<file path="src/rtl/bscan_pkg.sv">
`timescale 1ns/1ps
package bscan_pkg;

  typedef enum logic [1:0] {
    MODE_FUNC   = 2'b00,
    MODE_SAMPLE = 2'b01,
    MODE_EXTEST = 2'b10,
    MODE_INTEST = 2'b11
  } bscan_mode_e;

  localparam int CELLS_PER_PAD = 3;
  localparam int SLOT_CTL      = 0;
  localparam int SLOT_OUT      = 1;
  localparam int SLOT_IN       = 2;

  // Test modes hand the pads to the update latches.
  function automatic logic test_owns_pads(input bscan_mode_e m);
    return (m == MODE_EXTEST) || (m == MODE_INTEST);
  endfunction

endpackage

</file>
<file path="src/rtl/bscan_pad_cells.sv">
`timescale 1ns/1ps
module bscan_pad_cells
  import bscan_pkg::*;
(
  input  logic        tck,
  input  logic        rst,
  input  bscan_mode_e mode,
  input  logic        capture_dr,
  input  logic        shift_dr,
  input  logic        update_dr,
  input  logic        chain_in,
  input  logic        pull_swap,
  input  logic        core_out,
  input  logic        core_oe,
  output logic        core_in,
  output logic        pad_out,
  output logic        pad_oe,
  input  logic        pad_in,
  output logic        pull_up,
  output logic        pull_dn,
  output logic [CELLS_PER_PAD-1:0] cell_q
);

  localparam logic [CELLS_PER_PAD-1:0] SAFE_VAL = CELLS_PER_PAD'(1) << SLOT_CTL;

  logic [CELLS_PER_PAD-1:0] sr_q;
  logic [CELLS_PER_PAD-1:0] upd_q;
  logic                     keep_drive;
  logic                     keep_sense;

  // External test freezes the drive cells, internal test freezes the sense cell.
  assign keep_drive = (mode == MODE_EXTEST);
  assign keep_sense = (mode == MODE_INTEST);

  always_ff @(posedge tck) begin
    if (rst) begin
      sr_q <= SAFE_VAL;
    end else if (capture_dr) begin
      if (!keep_drive) begin
        sr_q[SLOT_CTL] <= ~core_oe;
        sr_q[SLOT_OUT] <= core_out;
      end
      if (!keep_sense) begin
        sr_q[SLOT_IN] <= pad_in;
      end
    end else if (shift_dr) begin
      sr_q <= {chain_in, sr_q[CELLS_PER_PAD-1:1]};
    end
  end

  always_ff @(negedge tck) begin
    if (rst) begin
      upd_q <= SAFE_VAL;
    end else if (update_dr) begin
      upd_q <= sr_q;
    end
  end

  always_comb begin
    if (test_owns_pads(mode)) begin
      pad_oe  = ~upd_q[SLOT_CTL];
      pad_out = upd_q[SLOT_OUT];
    end else begin
      pad_oe  = core_oe;
      pad_out = core_out;
    end
    core_in = keep_sense ? upd_q[SLOT_IN] : pad_in;
    pull_up = ~pad_oe & pull_swap;
    pull_dn = ~pad_oe & ~pull_swap;
  end

  assign cell_q = sr_q;

endmodule

</file>
<file path="src/rtl/bscan_obs_cell.sv">
`timescale 1ns/1ps
module bscan_obs_cell (
  input  logic tck,
  input  logic rst,
  input  logic capture_dr,
  input  logic shift_dr,
  input  logic chain_in,
  input  logic obs_pin,
  output logic cell_q
);

  logic sr_q;

  // Capture in every mode; nothing downstream of this cell is driven.
  always_ff @(posedge tck) begin
    if (rst) begin
      sr_q <= 1'b0;
    end else if (capture_dr) begin
      sr_q <= obs_pin;
    end else if (shift_dr) begin
      sr_q <= chain_in;
    end
  end

  assign cell_q = sr_q;

endmodule

</file>
<file path="src/rtl/bscan_io_segment.sv">
`timescale 1ns/1ps
module bscan_io_segment
  import bscan_pkg::*;
#(
  parameter int NUM_PADS = 4,
  parameter int NUM_OBS  = 2
) (
  input  logic                tck,
  input  logic                rst,
  input  logic [1:0]          mode_sel,
  input  logic                capture_dr,
  input  logic                shift_dr,
  input  logic                update_dr,
  input  logic                scan_in,
  output logic                scan_out,
  input  logic                pull_swap,
  input  logic [NUM_PADS-1:0] core_out,
  input  logic [NUM_PADS-1:0] core_oe,
  output logic [NUM_PADS-1:0] core_in,
  output logic [NUM_PADS-1:0] pad_out,
  output logic [NUM_PADS-1:0] pad_oe,
  input  logic [NUM_PADS-1:0] pad_in,
  output logic [NUM_PADS-1:0] pad_pull_up,
  output logic [NUM_PADS-1:0] pad_pull_dn,
  input  logic [NUM_OBS-1:0]  obs_pin
);

  localparam int PAD_CELLS = CELLS_PER_PAD * NUM_PADS;
  localparam int CHAIN_LEN = PAD_CELLS + NUM_OBS;

  bscan_mode_e           mode;
  logic [CHAIN_LEN-1:0]  chain_q;
  logic [NUM_PADS-1:0]   pad_si;
  logic [NUM_OBS-1:0]    obs_si;

  assign mode     = bscan_mode_e'(mode_sel);
  assign scan_out = chain_q[0];

  for (genvar i = 0; i < NUM_PADS; i++) begin : g_pad
    localparam int BASE = CELLS_PER_PAD * i;
    if (BASE + CELLS_PER_PAD < CHAIN_LEN) begin : g_link
      assign pad_si[i] = chain_q[BASE + CELLS_PER_PAD];
    end else begin : g_head
      assign pad_si[i] = scan_in;
    end

    bscan_pad_cells u_cells (
      .tck        (tck),
      .rst        (rst),
      .mode       (mode),
      .capture_dr (capture_dr),
      .shift_dr   (shift_dr),
      .update_dr  (update_dr),
      .chain_in   (pad_si[i]),
      .pull_swap  (pull_swap),
      .core_out   (core_out[i]),
      .core_oe    (core_oe[i]),
      .core_in    (core_in[i]),
      .pad_out    (pad_out[i]),
      .pad_oe     (pad_oe[i]),
      .pad_in     (pad_in[i]),
      .pull_up    (pad_pull_up[i]),
      .pull_dn    (pad_pull_dn[i]),
      .cell_q     (chain_q[BASE +: CELLS_PER_PAD])
    );
  end

  for (genvar j = 0; j < NUM_OBS; j++) begin : g_obs
    localparam int POS = PAD_CELLS + j;
    if (POS + 1 < CHAIN_LEN) begin : g_link
      assign obs_si[j] = chain_q[POS + 1];
    end else begin : g_head
      assign obs_si[j] = scan_in;
    end

    bscan_obs_cell u_obs (
      .tck        (tck),
      .rst        (rst),
      .capture_dr (capture_dr),
      .shift_dr   (shift_dr),
      .chain_in   (obs_si[j]),
      .obs_pin    (obs_pin[j]),
      .cell_q     (chain_q[POS])
    );
  end

endmodule

</file>
<file path="config.mk">
export PLATFORM = sky130hd
export DESIGN_NAME = bscan_io_segment
export DESIGN_NICKNAME = d
export VERILOG_FILES = /design/src/rtl/bscan_pkg.sv /design/src/rtl/bscan_pad_cells.sv /design/src/rtl/bscan_obs_cell.sv /design/src/rtl/bscan_io_segment.sv
export SDC_FILE = /design/constraint.sdc
export NUM_CORES = 1
export LEC_CHECK = 0
export ABC_AREA = 1
export ABC_CLOCK_PERIOD_IN_PS = 1400
export BUFFER_PORTS_ARGS = -buffer_cell sky130_fd_sc_hd__buf_2
export CAP_MARGIN = 30
export CORE_UTILIZATION = 47
export DETAILED_ROUTE_END_ITERATION = 8
export HOLD_SLACK_MARGIN = 0.05
export PLACE_DENSITY = 0.73
export SYNTH_ARGS = -nofsm -noshare
export SYNTH_HDL_FRONTEND = slang
export SYNTH_SLANG_ARGS = --single-unit
</file>
<file path="constraint.sdc">
create_clock -name tck -period 1.4 [get_ports tck]
set_clock_uncertainty 0.2 [all_clocks]
set_input_delay 0.14 -clock tck [delete_from_list [all_inputs] [get_ports tck]]
set_output_delay 0.14 -clock tck [all_outputs]
set_load 0.02 [all_outputs]
</file>
== Yosys cells after proc, flatten, opt, wreduce, memory -nomap -nowiden ==
Cells that the tools add are included.

* Bits in registers: 26
* Output and inout port bits: 21

* Eq/ne operators: 4
* Mux-type cells: 32
* Bitwise gates (word level): 21
* Reduce and logical (&&, ||, !) cells: 4

{| class="wikitable"
|+ Operator list
! operator !! number
|-
| two-way mux 3 bit || 8
|-
| two-way mux 1 bit || 20
|-
| inverter 1 bit || 13
|-
| bitwise AND 1 bit || 8
|-
| two-way mux 2 bit || 4
|-
| == test 2 bit, second input constant || 2
|-
| != test 2 bit, second input constant || 2
|-
| AND reduction 2 bit || 2
|-
| nonzero test 2 bit || 1
|-
| logical OR 1 bit || 1
|}

== Logic depth before layout (Yosys ltp) ==
* Word-level depth: 5
* Mapped depth: 7

== By module ==
Synthesis repeated with hierarchy kept, for this count alone.

* Cell total of the unflattened synthesis: 230
* Area total of the unflattened synthesis: 1408.9 µm²

{| class="wikitable"
|+ By module, submodules not included
! module !! instances !! cells an instance !! area each (µm²) !! seq. area each (µm²)
|-
| bscan_pad_cells || 4 || 53 || 325.3 || 120.1
|-
| bscan_obs_cell || 2 || 9 || 53.8 || 20.0
|}

==> flow_results.xml <==
<?xml version="1.0" encoding="UTF-8"?>
<metrics>
  <group name="synth">
    <metric name="post_synth_simple_gate_area" unit="%">31.1</metric>
    <metric name="largest_family_of_logic_cells_by_synthesized_area" unit="">simple AND/OR/NAND/NOR gates</metric>
    <metric name="netlist_instances" unit="">228</metric>
    <metric name="synth_top_area_share" unit="%">34.4</metric>
    <metric name="synthDominantAreaCellType" unit="">dfxtp_1</metric>
    <metric name="synthDistinctLibCells" unit="">17</metric>
    <metric name="synth_fp_nets" unit="">251</metric>
    <metric name="synth.top_cells.by_area" unit="">dfxtp_1, nand2_1, buf_4, nand3_1, o21ai_0</metric>
    <metric name="sequential_element_share_of_the_synthesized_area" unit="%">34.4</metric>
    <metric name="synthAdderAreaFrac" unit="%">0</metric>
    <metric name="yosysWarnings" unit="">0</metric>
    <metric name="yosys-mux-area-fraction" unit="%">0</metric>
    <metric name="mappedNetlistArea" unit="sq um">1510</metric>
    <metric name="yosys_register_bits" unit="">26</metric>
    <metric name="yosys.area_share.xor_xnor" unit="%">0</metric>
    <metric name="average_size_of_a_mapped_cell" unit="sq um">6.63</metric>
    <metric name="synth-compound-area-share" unit="%">13.3</metric>
  </group>
  <group name="sta">
    <metric name="setup_ws" unit="ns">-0.762</metric>
    <metric name="finalHoldViolations" unit="">2</metric>
    <metric name="worst_slew_margin_rel" unit="%">81.2</metric>
    <metric name="fin_tns_setup" unit="ns">-13.72</metric>
    <metric name="timing_worst_slew_pin_value" unit="ns">0.279</metric>
    <metric name="maxSlewViolCount" unit="">0</metric>
    <metric name="timing.hold.ws" unit="ns">-0.0144</metric>
    <metric name="setup-violations-final" unit="">29</metric>
    <metric name="rsz0062_at_grt" unit="">true</metric>
  </group>
  <group name="pwr">
    <metric name="worst_vdd_ir" unit="uV">533</metric>
    <metric name="finalPower" unit="mW">2.08</metric>
    <metric name="power_per_cell_area" unit="nW/um^2">869</metric>
    <metric name="power.leakage" unit="nW">1.22</metric>
  </group>
  <group name="final_layout">
    <metric name="post_route_cells_drive_above_1_share" unit="%">51.1</metric>
    <metric name="stdcell_count" unit="">361</metric>
    <metric name="nNetsFinal" unit="">341</metric>
    <metric name="antenna_diode_count" unit="">0</metric>
    <metric name="area_growth_syn_to_layout" unit="%">58.3</metric>
    <metric name="layout.core_utilization" unit="%">78.4</metric>
  </group>
  <group name="drt">
    <metric name="antenna_left" unit="">0</metric>
    <metric name="via_count" unit="">1814</metric>
    <metric name="wl_per_cell" unit="um">13.0</metric>
    <metric name="route.detailed.vias_per_inst" unit="">5.02</metric>
    <metric name="detail_route.iter0.violations" unit="">95</metric>
    <metric name="drt_drc" unit="">0</metric>
    <metric name="postRouteWirelength" unit="um">4690</metric>
    <metric name="drt_pre_antenna_iters" unit="">4</metric>
  </group>
  <group name="clock_tree">
    <metric name="clock_root_buffer_master" unit="">clkbuf_4</metric>
    <metric name="cts.clk_slew.worst_paths" unit="ns">0.15</metric>
    <metric name="cts_tree" unit="">yes</metric>
    <metric name="clock_latency" unit="ns">0.33</metric>
    <metric name="cts_buffers" unit="">3</metric>
    <metric name="ctsLongestPathBuffers" unit="">2</metric>
    <metric name="tritoncts_num_sinks" unit="">26</metric>
    <metric name="cts.htree.levels" unit="">1</metric>
  </group>
  <group name="global_routing">
    <metric name="grt_first_pass_wirelength" unit="um">7040</metric>
    <metric name="maximum_number_of_pins_on_one_net_before_global_route_repair" unit="">15</metric>
    <metric name="grt_pass1_vias" unit="">1643</metric>
    <metric name="antenna_found_initial" unit="">0</metric>
    <metric name="grt-ovfl-total" unit="">0</metric>
    <metric name="global_route.usage.total" unit="%">27.2</metric>
  </group>
  <group name="die">
    <metric name="die_y" unit="um">58.7</metric>
    <metric name="initial_util" unit="%">49.5</metric>
    <metric name="die_area" unit="sq um">3450</metric>
    <metric name="chipWidth" unit="um">58.7</metric>
    <metric name="placementRows" unit="">20</metric>
    <metric name="core_region_area" unit="sq um">3050</metric>
    <metric name="io_pins" unit="">44</metric>
  </group>
  <group name="setup_path">
    <metric name="worst-path-max-fanout" unit="">3</metric>
    <metric name="worst_setup_path_end_kind" unit="">primary output</metric>
    <metric name="critPathKind" unit="">flop to primary output</metric>
    <metric name="startpoint_type" unit="">flop</metric>
    <metric name="crit_required" unit="ns">1.06</metric>
    <metric name="reg2reg_slack" unit="ns">-0.12</metric>
    <metric name="reg2regPathDepth" unit="">2</metric>
    <metric name="crit_arrival" unit="ns">1.82</metric>
  </group>
  <group name="place">
    <metric name="gp_routability_congestion" unit="">0.845</metric>
    <metric name="placed_cells_incl_taps" unit="">320</metric>
    <metric name="place.detailed.hpwl" unit="um">2720</metric>
    <metric name="numPortBuffers" unit="">43</metric>
  </group>
  <group name="worst_hold_path">
    <metric name="hp-class" unit="">primary input to flop</metric>
    <metric name="hold_critical_path_depth" unit="">5</metric>
  </group>
  <group name="run_status">
    <metric name="run_status" unit="">finished with violations</metric>
    <metric name="failed_checks" unit="">negative hold slack, negative setup slack</metric>
  </group>
  <group name="run">
    <metric name="maxCapViolCount" unit="">0</metric>
  </group>
</metrics>
## worst max-delay path, stage by stage (launching register included)
cell	delay, ns
dfxtp_2	0.34
o21ai_4	0.17
nor2_1	0.05
buf_2	0.15
## synthesized netlist by cell type
| library cell | instances |
|---|---|
| inv_1 | 19 |
| o21ai_0 | 19 |
| nand2_2 | 1 |
| clkbuf_1 | 1 |
| buf_2 | 2 |
| dfxtp_1 | 26 |
| inv_2 | 2 |
| nand3_2 | 1 |
| buf_4 | 21 |
| nand3_1 | 21 |
| o21ai_2 | 5 |
| o211ai_1 | 3 |
| clkbuf_8 | 1 |
| buf_6 | 5 |
| nor2_1 | 25 |
| a21oi_1 | 8 |
| nand2_1 | 68 |
## cells in the final DEF, fill, tap and decap left out, types with 6 or more instances in the layout
cell,instances
a21oi_2,8
buf_2,30
buf_4,43
buf_6,11
dfxtp_2,24
dlygate4sd3_1,17
inv_1,17
inv_2,13
nand2_1,63
nand3_1,16
nand3_2,6
nor2_1,24
o21ai_0,11
o21ai_2,7
## cell families (layout without fill, tap and decap cells)
| group | count (synthesis) | count (layout) |
|---|---|---|
| simple gates | 116 | 116 |
| buf+inv | 51 | 140 |
| compound gates | 35 | 35 |
| flops | 26 | 26 |
## what timing repair did
action,in CTS,in global routing
buffers inserted,6,3
hold buffers,18,0
endpoints found under the hold margin,14,0
gates resized for setup,56,18
pin swaps,7,7
endpoints found under the setup margin,31,44
## worst paths after layout
kind / from / end
max: g_pad[3].u_cells.upd_q[0] / pad_pull_dn[3]
min: shift_dr / g_obs[1].u_obs.cell_q
min reg2reg: g_pad[3].u_cells.cell_q[0] / g_pad[3].u_cells.cell_q[0]
max reg2reg: g_pad[3].u_cells.cell_q[0] / g_pad[3].u_cells.upd_q[0]
## registers in the layout, indices dropped and copies added, names as in the netlist
signal	flops
g_obs.u_obs.cell_q	2
g_pad.u_cells.cell_q	12
g_pad.u_cells.upd_q	12
## routing by layer
layer / track usage (%) / share of wire [%] / up-vias
met1: 30.9 / 38 / 817
met2: 50.5 / 52 / 92
li1: - / - / 879
met4: 10.9 / 3.2 / 0
met3: 3.96 / 7.2 / 26
met5: 0 / 0 / -
## cell type report
type,count,area (sq um)
well taps,44,55.1
inverters,20,81.3
repair buffers,104,827
clock buffers,4,36.3
multi-input cells,151,800
clock inverters,12,45.0
flip-flops and latches,26,551
fillers,211,658
## report_power, final
part / switching, mW / internal (mW)
sequential: 0.0401 / 0.812
clock: 0.338 / 0.204
combinational: 0.354 / 0.333
## through the flow
step	hold slack (ns)	cell area [sq um]	setup slack, ns
after floorplan	0.144	1640	-0.264
after detailed placement	0.247	1900	-0.320
after global routing	0.0583	2390	-0.813
after CTS	0.0417	2320	-0.703
final	-0.0144	2390	-0.762
after global placement	0.239	1900	-0.300
Power figures use the tool's default switching activity.
